File: src/rtl/sio_pkg.sv
package sio_pkg;
  localparam logic [1:0] ADDR_DATA = 2'd0;
  localparam logic [1:0] ADDR_CTRL = 2'd1;
  localparam logic [1:0] ADDR_DIV  = 2'd2;
  localparam logic [1:0] ADDR_STAT = 2'd3;

  localparam int CTL_RUN   = 0;
  localparam int CTL_ABORT = 1;
  localparam int CTL_EXT   = 2;
  localparam int STAT_BUSY = 0;
endpackage

File: src/rtl/sio_sync.sv
module sio_sync #(
  parameter int   STAGES  = 2,
  parameter logic RST_VAL = 1'b0
) (
  input  logic clk_i,
  input  logic rst_ni,
  input  logic d_i,
  output logic q_o
);
  logic [STAGES-1:0] chain_q;

  always_ff @(posedge clk_i or negedge rst_ni) begin
    if (!rst_ni) chain_q[0] <= RST_VAL;
    else         chain_q[0] <= d_i;
  end

  for (genvar g = 1; g < STAGES; g++) begin : g_stage
    always_ff @(posedge clk_i or negedge rst_ni) begin
      if (!rst_ni) chain_q[g] <= RST_VAL;
      else         chain_q[g] <= chain_q[g-1];
    end
  end

  assign q_o = chain_q[STAGES-1];
endmodule

File: src/rtl/sio_sclk_gen.sv
module sio_sclk_gen #(
  parameter int DIV_W = 7
) (
  input  logic             clk_i,
  input  logic             rst_ni,
  input  logic             run_i,
  input  logic [DIV_W-1:0] half_i,
  output logic             sclk_o,
  output logic             fall_o,
  output logic             rise_o
);
  logic [DIV_W-1:0] cnt_q;
  logic             sclk_q;
  logic             tick;

  assign tick   = run_i && (cnt_q == '0);
  assign fall_o = tick && sclk_q;
  assign rise_o = tick && !sclk_q;
  assign sclk_o = sclk_q;

  // half period = half_i + 1 system clocks
  always_ff @(posedge clk_i or negedge rst_ni) begin
    if (!rst_ni) begin
      cnt_q  <= '0;
      sclk_q <= 1'b1;
    end else if (!run_i) begin
      cnt_q  <= half_i;
      sclk_q <= 1'b1;
    end else if (tick) begin
      cnt_q  <= half_i;
      sclk_q <= ~sclk_q;
    end else begin
      cnt_q  <= cnt_q - 1'b1;
    end
  end

  a_r2_edges_exclusive: assert property (@(posedge clk_i) disable iff (!rst_ni)
    $onehot0({fall_o, rise_o}));
  a_r2_stopped_high: assert property (@(posedge clk_i) disable iff (!rst_ni)
    !run_i |=> sclk_o);
endmodule

File: src/rtl/sio_shifter.sv
module sio_shifter #(
  parameter int DATA_W = 8
) (
  input  logic              clk_i,
  input  logic              rst_ni,
  input  logic              clr_i,
  input  logic              fall_i,
  input  logic              rise_i,
  input  logic              sd_i,
  input  logic [DATA_W-1:0] tx_i,
  output logic              sdo_o,
  output logic [DATA_W-1:0] rx_o,
  output logic              done_o
);
  localparam int CNT_W = $clog2(DATA_W);
  localparam logic [CNT_W-1:0] LAST = CNT_W'(DATA_W - 1);

  logic [DATA_W-1:0] tx_q, rx_q;
  logic [CNT_W-1:0]  cnt_q;
  logic              sdo_q;

  assign done_o = rise_i && (cnt_q == LAST);
  assign rx_o   = {sd_i, rx_q[DATA_W-1:1]};
  assign sdo_o  = sdo_q;

  always_ff @(posedge clk_i or negedge rst_ni) begin
    if (!rst_ni) begin
      tx_q  <= '0;
      rx_q  <= '0;
      cnt_q <= '0;
      sdo_q <= 1'b0;
    end else if (clr_i) begin
      cnt_q <= '0;
    end else begin
      if (fall_i) begin
        // first falling edge of a byte takes the buffer as it stands
        if (cnt_q == '0) begin
          sdo_q <= tx_i[0];
          tx_q  <= {1'b0, tx_i[DATA_W-1:1]};
        end else begin
          sdo_q <= tx_q[0];
          tx_q  <= {1'b0, tx_q[DATA_W-1:1]};
        end
      end
      if (rise_i) begin
        rx_q  <= rx_o;
        cnt_q <= (cnt_q == LAST) ? '0 : cnt_q + 1'b1;
      end
    end
  end

  a_r4_sdo_on_fall_only: assert property (@(posedge clk_i) disable iff (!rst_ni)
    !fall_i |=> $stable(sdo_o));
  a_r3_done_single: assert property (@(posedge clk_i) disable iff (!rst_ni)
    done_o |=> !done_o);
endmodule

File: src/rtl/sio_xcvr.sv
module sio_xcvr
  import sio_pkg::*;
#(
  parameter int DATA_W      = 8,
  parameter int DIV_W       = 7,
  parameter int SYNC_STAGES = 2
) (
  input  logic              clk_i,
  input  logic              rst_ni,
  input  logic              reg_wr_i,
  input  logic              reg_rd_i,
  input  logic [1:0]        reg_addr_i,
  input  logic [DATA_W-1:0] reg_wdata_i,
  output logic [DATA_W-1:0] reg_rdata_o,
  input  logic              sclk_i,
  input  logic              sdi_i,
  output logic              sclk_o,
  output logic              sdo_o,
  output logic              irq_o
);
  logic [DATA_W-1:0] buf_q;
  logic [DIV_W-1:0]  div_q;
  logic run_q, ext_q, busy_q, wait_q, rd_seen_q, wr_seen_q, irq_q;

  logic wr_buf, rd_buf, wr_ctl, wr_div;
  logic abort_req, start_req, mode_chg;
  logic int_run, int_fall, int_rise;
  logic ext_clk, ext_clk_d, ext_sd, ext_fall, ext_rise;
  logic sh_fall, sh_rise, sh_sd, sh_done;
  logic [DATA_W-1:0] sh_rx;

  assign wr_buf    = reg_wr_i && (reg_addr_i == ADDR_DATA);
  assign rd_buf    = reg_rd_i && (reg_addr_i == ADDR_DATA);
  assign wr_ctl    = reg_wr_i && (reg_addr_i == ADDR_CTRL);
  assign wr_div    = reg_wr_i && (reg_addr_i == ADDR_DIV);
  assign abort_req = wr_ctl && reg_wdata_i[CTL_ABORT];
  assign start_req = wr_ctl && reg_wdata_i[CTL_RUN] && !reg_wdata_i[CTL_ABORT] && !busy_q;
  assign mode_chg  = wr_ctl && (reg_wdata_i[CTL_EXT] != ext_q);

  // internal clock source
  assign int_run = busy_q && !wait_q && !ext_q;

  sio_sclk_gen #(.DIV_W(DIV_W)) u_sclk_gen (
    .clk_i  (clk_i),
    .rst_ni (rst_ni),
    .run_i  (int_run),
    .half_i (div_q),
    .sclk_o (sclk_o),
    .fall_o (int_fall),
    .rise_o (int_rise)
  );

  // external clock source: clock and data share the same synchroniser depth
  sio_sync #(.STAGES(SYNC_STAGES), .RST_VAL(1'b1)) u_sync_clk (
    .clk_i (clk_i), .rst_ni (rst_ni), .d_i (sclk_i), .q_o (ext_clk)
  );
  sio_sync #(.STAGES(SYNC_STAGES), .RST_VAL(1'b0)) u_sync_sd (
    .clk_i (clk_i), .rst_ni (rst_ni), .d_i (sdi_i), .q_o (ext_sd)
  );

  always_ff @(posedge clk_i or negedge rst_ni) begin
    if (!rst_ni) ext_clk_d <= 1'b1;
    else         ext_clk_d <= ext_clk;
  end

  assign ext_fall = !ext_clk && ext_clk_d;
  assign ext_rise = ext_clk && !ext_clk_d;

  assign sh_fall = busy_q && (ext_q ? ext_fall : int_fall);
  assign sh_rise = busy_q && (ext_q ? ext_rise : int_rise);
  assign sh_sd   = ext_q ? ext_sd : sdi_i;

  sio_shifter #(.DATA_W(DATA_W)) u_shifter (
    .clk_i  (clk_i),
    .rst_ni (rst_ni),
    .clr_i  (start_req || abort_req),
    .fall_i (sh_fall),
    .rise_i (sh_rise),
    .sd_i   (sh_sd),
    .tx_i   (buf_q),
    .sdo_o  (sdo_o),
    .rx_o   (sh_rx),
    .done_o (sh_done)
  );

  always_ff @(posedge clk_i or negedge rst_ni) begin
    if (!rst_ni) begin
      buf_q     <= '0;
      div_q     <= '0;
      run_q     <= 1'b0;
      ext_q     <= 1'b0;
      busy_q    <= 1'b0;
      wait_q    <= 1'b0;
      rd_seen_q <= 1'b0;
      wr_seen_q <= 1'b0;
      irq_q     <= 1'b0;
    end else begin
      irq_q <= sh_done;
      if (wr_div) div_q <= reg_wdata_i[DIV_W-1:0];
      if (wr_ctl) begin
        run_q <= reg_wdata_i[CTL_RUN] && !reg_wdata_i[CTL_ABORT];
        ext_q <= reg_wdata_i[CTL_EXT];
      end

      // shared buffer: mode change, then received byte, then software write
      if (mode_chg)     buf_q <= '0;
      else if (sh_done) buf_q <= sh_rx;
      else if (wr_buf)  buf_q <= reg_wdata_i;

      if (sh_done) begin
        rd_seen_q <= 1'b0;
        wr_seen_q <= 1'b0;
      end else begin
        if (rd_buf) rd_seen_q <= 1'b1;
        if (wr_buf) wr_seen_q <= 1'b1;
      end

      if (abort_req) begin
        busy_q <= 1'b0;
        wait_q <= 1'b0;
      end else begin
        if (start_req) busy_q <= 1'b1;
        else if (sh_done && !run_q) busy_q <= 1'b0;

        if (mode_chg) wait_q <= 1'b0;
        else if (sh_done && run_q && !ext_q) wait_q <= 1'b1;
        else if (wait_q && rd_seen_q && wr_seen_q) wait_q <= 1'b0;
      end
    end
  end

  always_comb begin
    reg_rdata_o = '0;
    unique case (reg_addr_i)
      ADDR_DATA: reg_rdata_o = buf_q;
      ADDR_CTRL: begin
        reg_rdata_o[CTL_RUN] = run_q;
        reg_rdata_o[CTL_EXT] = ext_q;
      end
      ADDR_DIV:  reg_rdata_o = DATA_W'(div_q);
      default:   reg_rdata_o[STAT_BUSY] = busy_q;
    endcase
  end

  assign irq_o = irq_q;

  a_r2_idle_sclk_high: assert property (@(posedge clk_i) disable iff (!rst_ni)
    !busy_q |=> sclk_o);
  a_r3_irq_one_cycle: assert property (@(posedge clk_i) disable iff (!rst_ni)
    irq_o |=> !irq_o);
  a_r6_no_edge_in_wait: assert property (@(posedge clk_i) disable iff (!rst_ni)
    wait_q |-> !sh_fall && !sh_rise);
  a_r7_ext_never_waits: assert property (@(posedge clk_i) disable iff (!rst_ni)
    ext_q |-> !wait_q);
  a_r9_abort_drops_busy: assert property (@(posedge clk_i) disable iff (!rst_ni)
    abort_req |=> !busy_q && !irq_o);
endmodule

File: config.mk
export PLATFORM = sky130hd
export DESIGN_NAME = sio_xcvr
export DESIGN_NICKNAME = d
export VERILOG_FILES = /design/src/rtl/sio_pkg.sv /design/src/rtl/sio_sync.sv /design/src/rtl/sio_sclk_gen.sv /design/src/rtl/sio_shifter.sv /design/src/rtl/sio_xcvr.sv
export SDC_FILE = /design/constraint.sdc
export NUM_CORES = 1
export LEC_CHECK = 0
export CORE_UTILIZATION = 60
export DETAILED_ROUTE_END_ITERATION = 7
export PLACE_DENSITY = 0.85
export RECOVER_POWER = 100
export SLEW_MARGIN = 20
export SYNTH_ARGS = -nofsm -noshare
export SYNTH_HDL_FRONTEND = slang
export SYNTH_SLANG_ARGS = --single-unit
File: constraint.sdc
create_clock -name clk_i -period 3 [get_ports clk_i]
set_input_delay 0.6 -clock clk_i [delete_from_list [all_inputs] [get_ports clk_i]]
set_output_delay 0.6 -clock clk_i [all_outputs]
set_load 0.02 [all_outputs]
Word level (Yosys, flattened, before mapping)
Index checks and enable logic that the tools add are counted.
Storage, ports and cells
  register bits after elaboration: 55
  latch bits: 0
  memory bits (writable): 0
  memory bits (read-only): 0
  input port bits: 16
  output and inout port bits: 11
  logic and storage cells: 104
  memories: 0
Operators by class
  add/sub/neg operators: 2
  multiply operators: 0
  divide/modulo/power cells: 0
  magnitude comparators: 0
  eq/ne operators: 5
  shifts and indexed selects: 0
  multiplexer cells: 30
  bitwise logic cells: 2
  reductions and logical operators: 45
Operators by type and width (count)
  logical AND 1 bit: 25
  two-way mux 8 bit: 3
  two-way mux 7 bit: 3
  two-way mux 1 bit: 17
  case mux 5 bit (2 select lines): 1
  two-way mux 3 bit: 3
  zero test 1 bit: 8
  zero test 7 bit: 1
  subtractor 7 x 1 -> 7 bit (second input constant): 1
  case mux 1 bit (3 select lines): 2
  nonzero test 2 bit: 3
  nonzero test 3 bit: 2
  AND reduction 2 bit: 2
  nonzero test 4 bit: 1
  adder 3 x 1 -> 3 bit (second input constant): 1
  == test 3 bit (second input constant): 1
  zero test 3 bit: 1
  == test 2 x 1 -> 1 bit (second input constant): 1
  == test 2 bit (second input constant): 1
  zero test 2 bit: 1
  inequality test 2 bit (second input constant): 1
  NOT 1 bit: 2
  case mux 1 bit (2 select lines): 1
  logical OR 1 bit: 1
  inequality test 1 bit: 1

Logic depth before layout (Yosys ltp)
  word-level depth: 13
  depth in mapped cells: 7
  gate-level depth less buffers: 6

Cells and area by module
Synthesis repeated with hierarchy kept, for this count alone.
Second synthesis, totals
  cell total of the unflattened synthesis: 235
  area, all modules: 2671.3 um^2
By module, submodules not included
  sio_xcvr: instances 1, cells each 119, area an instance 1262.5 um^2, sequential area each 576.8 um^2
  sio_shifter: instances 1, cells each 69, area an instance 849.6 um^2, sequential area each 450.4 um^2
  sio_sclk_gen: instances 1, cells each 43, area an instance 456.7 um^2, sequential area each 201.4 um^2
  sio_sync at u_sync_clk: instances 1, cells each 2, area an instance 52.6 um^2, sequential area each 52.6 um^2
  sio_sync at u_sync_sd: instances 1, cells each 2, area an instance 50.0 um^2, sequential area each 50.0 um^2

Least setup slack after synthesis
Ideal clock, no wire load.
  path type: input-to-output
  from: input port reg_addr_i[0]
  to: output port reg_rdata_o[0]
  data arrival time: 1.510 ns
  required time: 2.400 ns
  path slack: 0.890 ns
  stages: 2
  buffers on the path: 1
  cells stage by stage: buf_1 mux4_2
On the way
  word-level cells in the longest chain between the ends: 2
  elaborated cells on any way between the ends: 4
  those cells by class: eq/ne (2); mux (1); reduce/logical (1)
RTL lines
  from (decl): line sio_xcvr.sv:12  | input logic [1:0] reg_addr_i,
  == test 2 bit (tied with other cells): line sio_xcvr.sv:134  | unique case (reg_addr_i)
  case mux 1 bit (3 select lines) (*): line sio_xcvr.sv:134
  to (decl): line sio_xcvr.sv:14  | output logic [DATA_W-1:0] reg_rdata_o,
Every way passes the cells marked *; elsewhere a longest branch is shown, timed or not.

Worst setup path after layout
  from: input port reg_addr_i[1]
  to: output port reg_rdata_o[7]
On the way
  word-level cells in the longest chain between the ends: 2
  elaborated cells on any way between the ends: 3
  those cells by class: eq/ne (1); mux (1); reduce/logical (1)
RTL lines (line)
  == test 2 bit or zero test 2 bit (tied branches): sio_xcvr.sv:134
  case mux 5 bit (2 select lines) (*): sio_xcvr.sv:134
Marked as above.

==> results.sh <==
export IMPL_finalWirelength_mm=5.61
export IMPL_synth_compound_area_share_pct=10.3
export IMPL_cp_slowest_cell="clkdlybuf4s50_1"
export IMPL_detailed_place_hpwl_mm=4.05
export IMPL_final_antenna_net_count=0
export IMPL_setup_viol=0
export IMPL_clock_skew_ns=0.00859
export IMPL_io_buffer_count=26
export IMPL_grt_overflow=0
export IMPL_cp_arrival_ns=2.31
export IMPL_ios=27
export IMPL_drt_iter0_drc=160
export IMPL_fin_nets=300
export IMPL_worstPathCellList="dlygate4sd3_1, buf_4, nor2_1, and2_1, clkdlybuf4s50_1"
export IMPL_synth_seq_cells=53
export IMPL_fmax_ghz=0.344
export IMPL_grtUsageTotal_pct=26.4
export IMPL_setup_slack_ns=0.0908
export IMPL_cap_violations=0
export IMPL_syn_area_mm2=0.00265
export IMPL_grt_pass1_vias=1863
export IMPL_synth_edf_count=0
export IMPL_yosysWarnings=0
export IMPL_synth_top_family_by_area="simple AND/OR/NAND/NOR gates"
export IMPL_drive_gt1_share_pct=10.0
export IMPL_synth_ff_type="dfrtp_1"
export IMPL_cp_end_kind="output port"
export IMPL_synth_mux_area_share_pct=12.9
export IMPL_viasPerCell=5.87
export IMPL_rows=23
export IMPL_p_leak_nw=1.38
export IMPL_tightest_slew_ns=1.31
export IMPL_htreeDepth=2
export IMPL_pre_cts_ws_ns=0.203
export IMPL_vias=1931
export IMPL_cts_root_buf="clkbuf_8"
export IMPL_dieWidth_um=68.5
export IMPL_ys_seq_area_share_pct=50.2
export IMPL_syn_to_final_growth_pct=13.3
export IMPL_power_density_mw_per_mm2=530
export IMPL_clkSlewWorstSetupHoldPaths_ns=0.09
export IMPL_wl_per_cell_um=17.1
export IMPL_peakVddDrop_uv=353
export IMPL_hold_path_class="flop to flop"
export IMPL_clockBufferDepth=2
export IMPL_cp_max_fo=10
export IMPL_dieArea_mm2=0.00469
export IMPL_diodes=0
export IMPL_cts_resized=0
export IMPL_cts_sinks=53
export IMPL_outcome="finished, final reports clean"
export IMPL_drv_slew=0
export IMPL_finalHoldViolCount=0
export IMPL_die_y_um=68.5
export IMPL_synth_fa_ha_area_share_pct=2.36
export IMPL_worstSetupPathType="primary input to output port"
export IMPL_postSynthAreaPerCell_um2=10.7
export IMPL_gp_congestion=0.887
export IMPL_cts_buffers=5
export IMPL_netlist_instances=248
export IMPL_cts_setup_buffers=0
export IMPL_core_area_mm2=0.00412
export IMPL_start_util_pct=64.5
export IMPL_synth_cell_types=45
export IMPL_cpPeakStageDelay_ns=0.60
export IMPL_period_needed_ns=2.91
export IMPL_finalSetupTns_ns=0
export IMPL_period_share_pct=97.0
export IMPL_grt_pass1_wl_mm=8.75
export IMPL_slew_headroom_pct=12.9
export IMPL_drc_errors=0
export IMPL_postCtsHoldBufs=0
export IMPL_grt_max_degree=54
export IMPL_synthArstFlopShare_pct=100
export IMPL_start_kind="primary input"
export IMPL_yosys_area_share_simple_pct=18.4
export IMPL_clkLatencyLatePin_ns=0.30
export IMPL_cp_data_required_time_ns=2.40
export IMPL_yosys_area_share_xor_xnor_pct=1.98
export IMPL_dr_pass1_iters=4
export IMPL_rsz0062_at_grt="false"
export IMPL_antenna_found_initial=0
export IMPL_tritoncts="yes"
export IMPL_synth_fp_nets=269
## cell usage after synthesis (2+ instances only)
| cell | instances | share of area [%] |
|---|---|---|
| inv_1 | 14 | 2.0 |
| mux2_2 | 8 | 3.4 |
| nor3b_1 | 5 | 1.4 |
| a211oi_1 | 7 | 2.0 |
| dfrtp_1 | 49 | 46 |
| nor2_1 | 17 | 2.4 |
| nand2_1 | 40 | 5.7 |
| a221oi_1 | 8 | 2.6 |
| mux2_1 | 8 | 3.4 |
| nor3_1 | 3 | 0.57 |
| mux2i_1 | 14 | 5.3 |
| and2_1 | 2 | 0.47 |
| clkbuf_1 | 4 | 0.57 |
| xor2_1 | 2 | 0.66 |
| xnor2_1 | 4 | 1.3 |
| ha_1 | 5 | 2.4 |
| dfstp_2 | 4 | 4.0 |
| nor2b_1 | 11 | 2.6 |
| o21ai_0 | 4 | 0.75 |
| a21oi_1 | 13 | 2.5 |
| buf_2 | 2 | 0.38 |
## metal layers
layer / routed length, µm / part of all wire (%) / track usage, % / up-vias
li1: - / - / - / 911
met1: 2440 / 43 / 33.4 / 957
met2: 2800 / 50 / 45.1 / 54
met3: 298 / 5.3 / 4.28 / 9
met4: 76 / 1.4 / 10.2 / 0
met5: 0 / 0 / 0 / -
## layout by cell type, fill, tap and decap left out, drive strengths merged, types with 10 or more instances in the layout
cell,Yosys,final
dfrtp,49,49
nand2,40,40
nor2,18,18
clkdlybuf4s50,0,16
mux2,16,16
inv,14,14
mux2i,14,14
a21oi,14,14
nor2b,11,11
clkbuf,4,10
## layout make-up
| type | count | area (µm²) |
|---|---|---|
| Sequential cell | 53 | 1330 |
| Multi-Input combinational cell | 172 | 1170 |
| Fill cell | 301 | 1110 |
| Timing Repair Buffer | 33 | 298 |
| Clock buffer | 7 | 86.3 |
| Tap cell | 50 | 62.6 |
| Inverter | 14 | 52.6 |
## final timing paths
kind / start / end / slack, ns / cells after the start
min in group asynchronous: rst_ni / u_shifter.sdo_o$_DFFE_PN0P_ / 0.67 / 2
min: u_sync_sd.chain_q[0]$_DFF_PN0_ / u_sync_sd.q_o$_DFF_PN0_ / 0.36 / 0
max reg2reg: u_sclk_gen.cnt_q[3]$_DFF_PN0_ / u_shifter.tx_q[2]$_DFFE_PN0P_ / 0.41 / 4
min reg2reg: u_sync_sd.chain_q[0]$_DFF_PN0_ / u_sync_sd.q_o$_DFF_PN0_ / 0.36 / 0
max in group asynchronous: rst_ni / u_shifter.rx_q[7]$_DFFE_PN0P_ / 1.55 / 2
max: reg_addr_i[1] / reg_rdata_o[7] / 0.09 / 5
## cells by family (layout without fill, tap and decap cells)
family,Yosys count,in the layout
and+or+nand+nor,92,92
buffers and inverters,23,54
muxes,31,31
adders and majority gates,5,5
AOI/OAI and AO/OA,38,38
DFF,53,53
xor gates and xnor gates,6,6
## metrics by stage
stage	instance area [µm²]	power [mW]	hold WS [ns]	instances	utilization, %
after floorplan	2650	1.09	0.304	248	-
after global placement	2990	1.21	0.335	322	72.6
after detailed placement	2990	1.22	0.337	322	72.6
after CTS	3070	1.62	0.287	329	74.7
after global routing	3000	1.67	0.367	329	73.0
final	3000	1.59	0.356	329	73.0
## worst max-delay path, delay by kind of cell
kind / cells / cell delay (ns)
buffers and inverters: 3 / 1.35
and+or+nand+nor: 2 / 0.35
## where the power goes
part / switching, mW / internal, mW
Clock: 0.215 / 0.183
Sequential: 0.0725 / 0.798
Combinational: 0.167 / 0.157
Total: 0.455 / 1.14
## sequential cells by signal, summed over array words and instances, names as in the netlist, 3 cells and up
| register | flops |
|---|---|
| buf_q | 8 |
| div_q | 7 |
| u_sclk_gen.cnt_q | 7 |
| u_shifter.cnt_q | 3 |
| u_shifter.rx_q | 7 |
| u_shifter.tx_q | 7 |
Note: power is estimated with default switching activity, not from simulation.
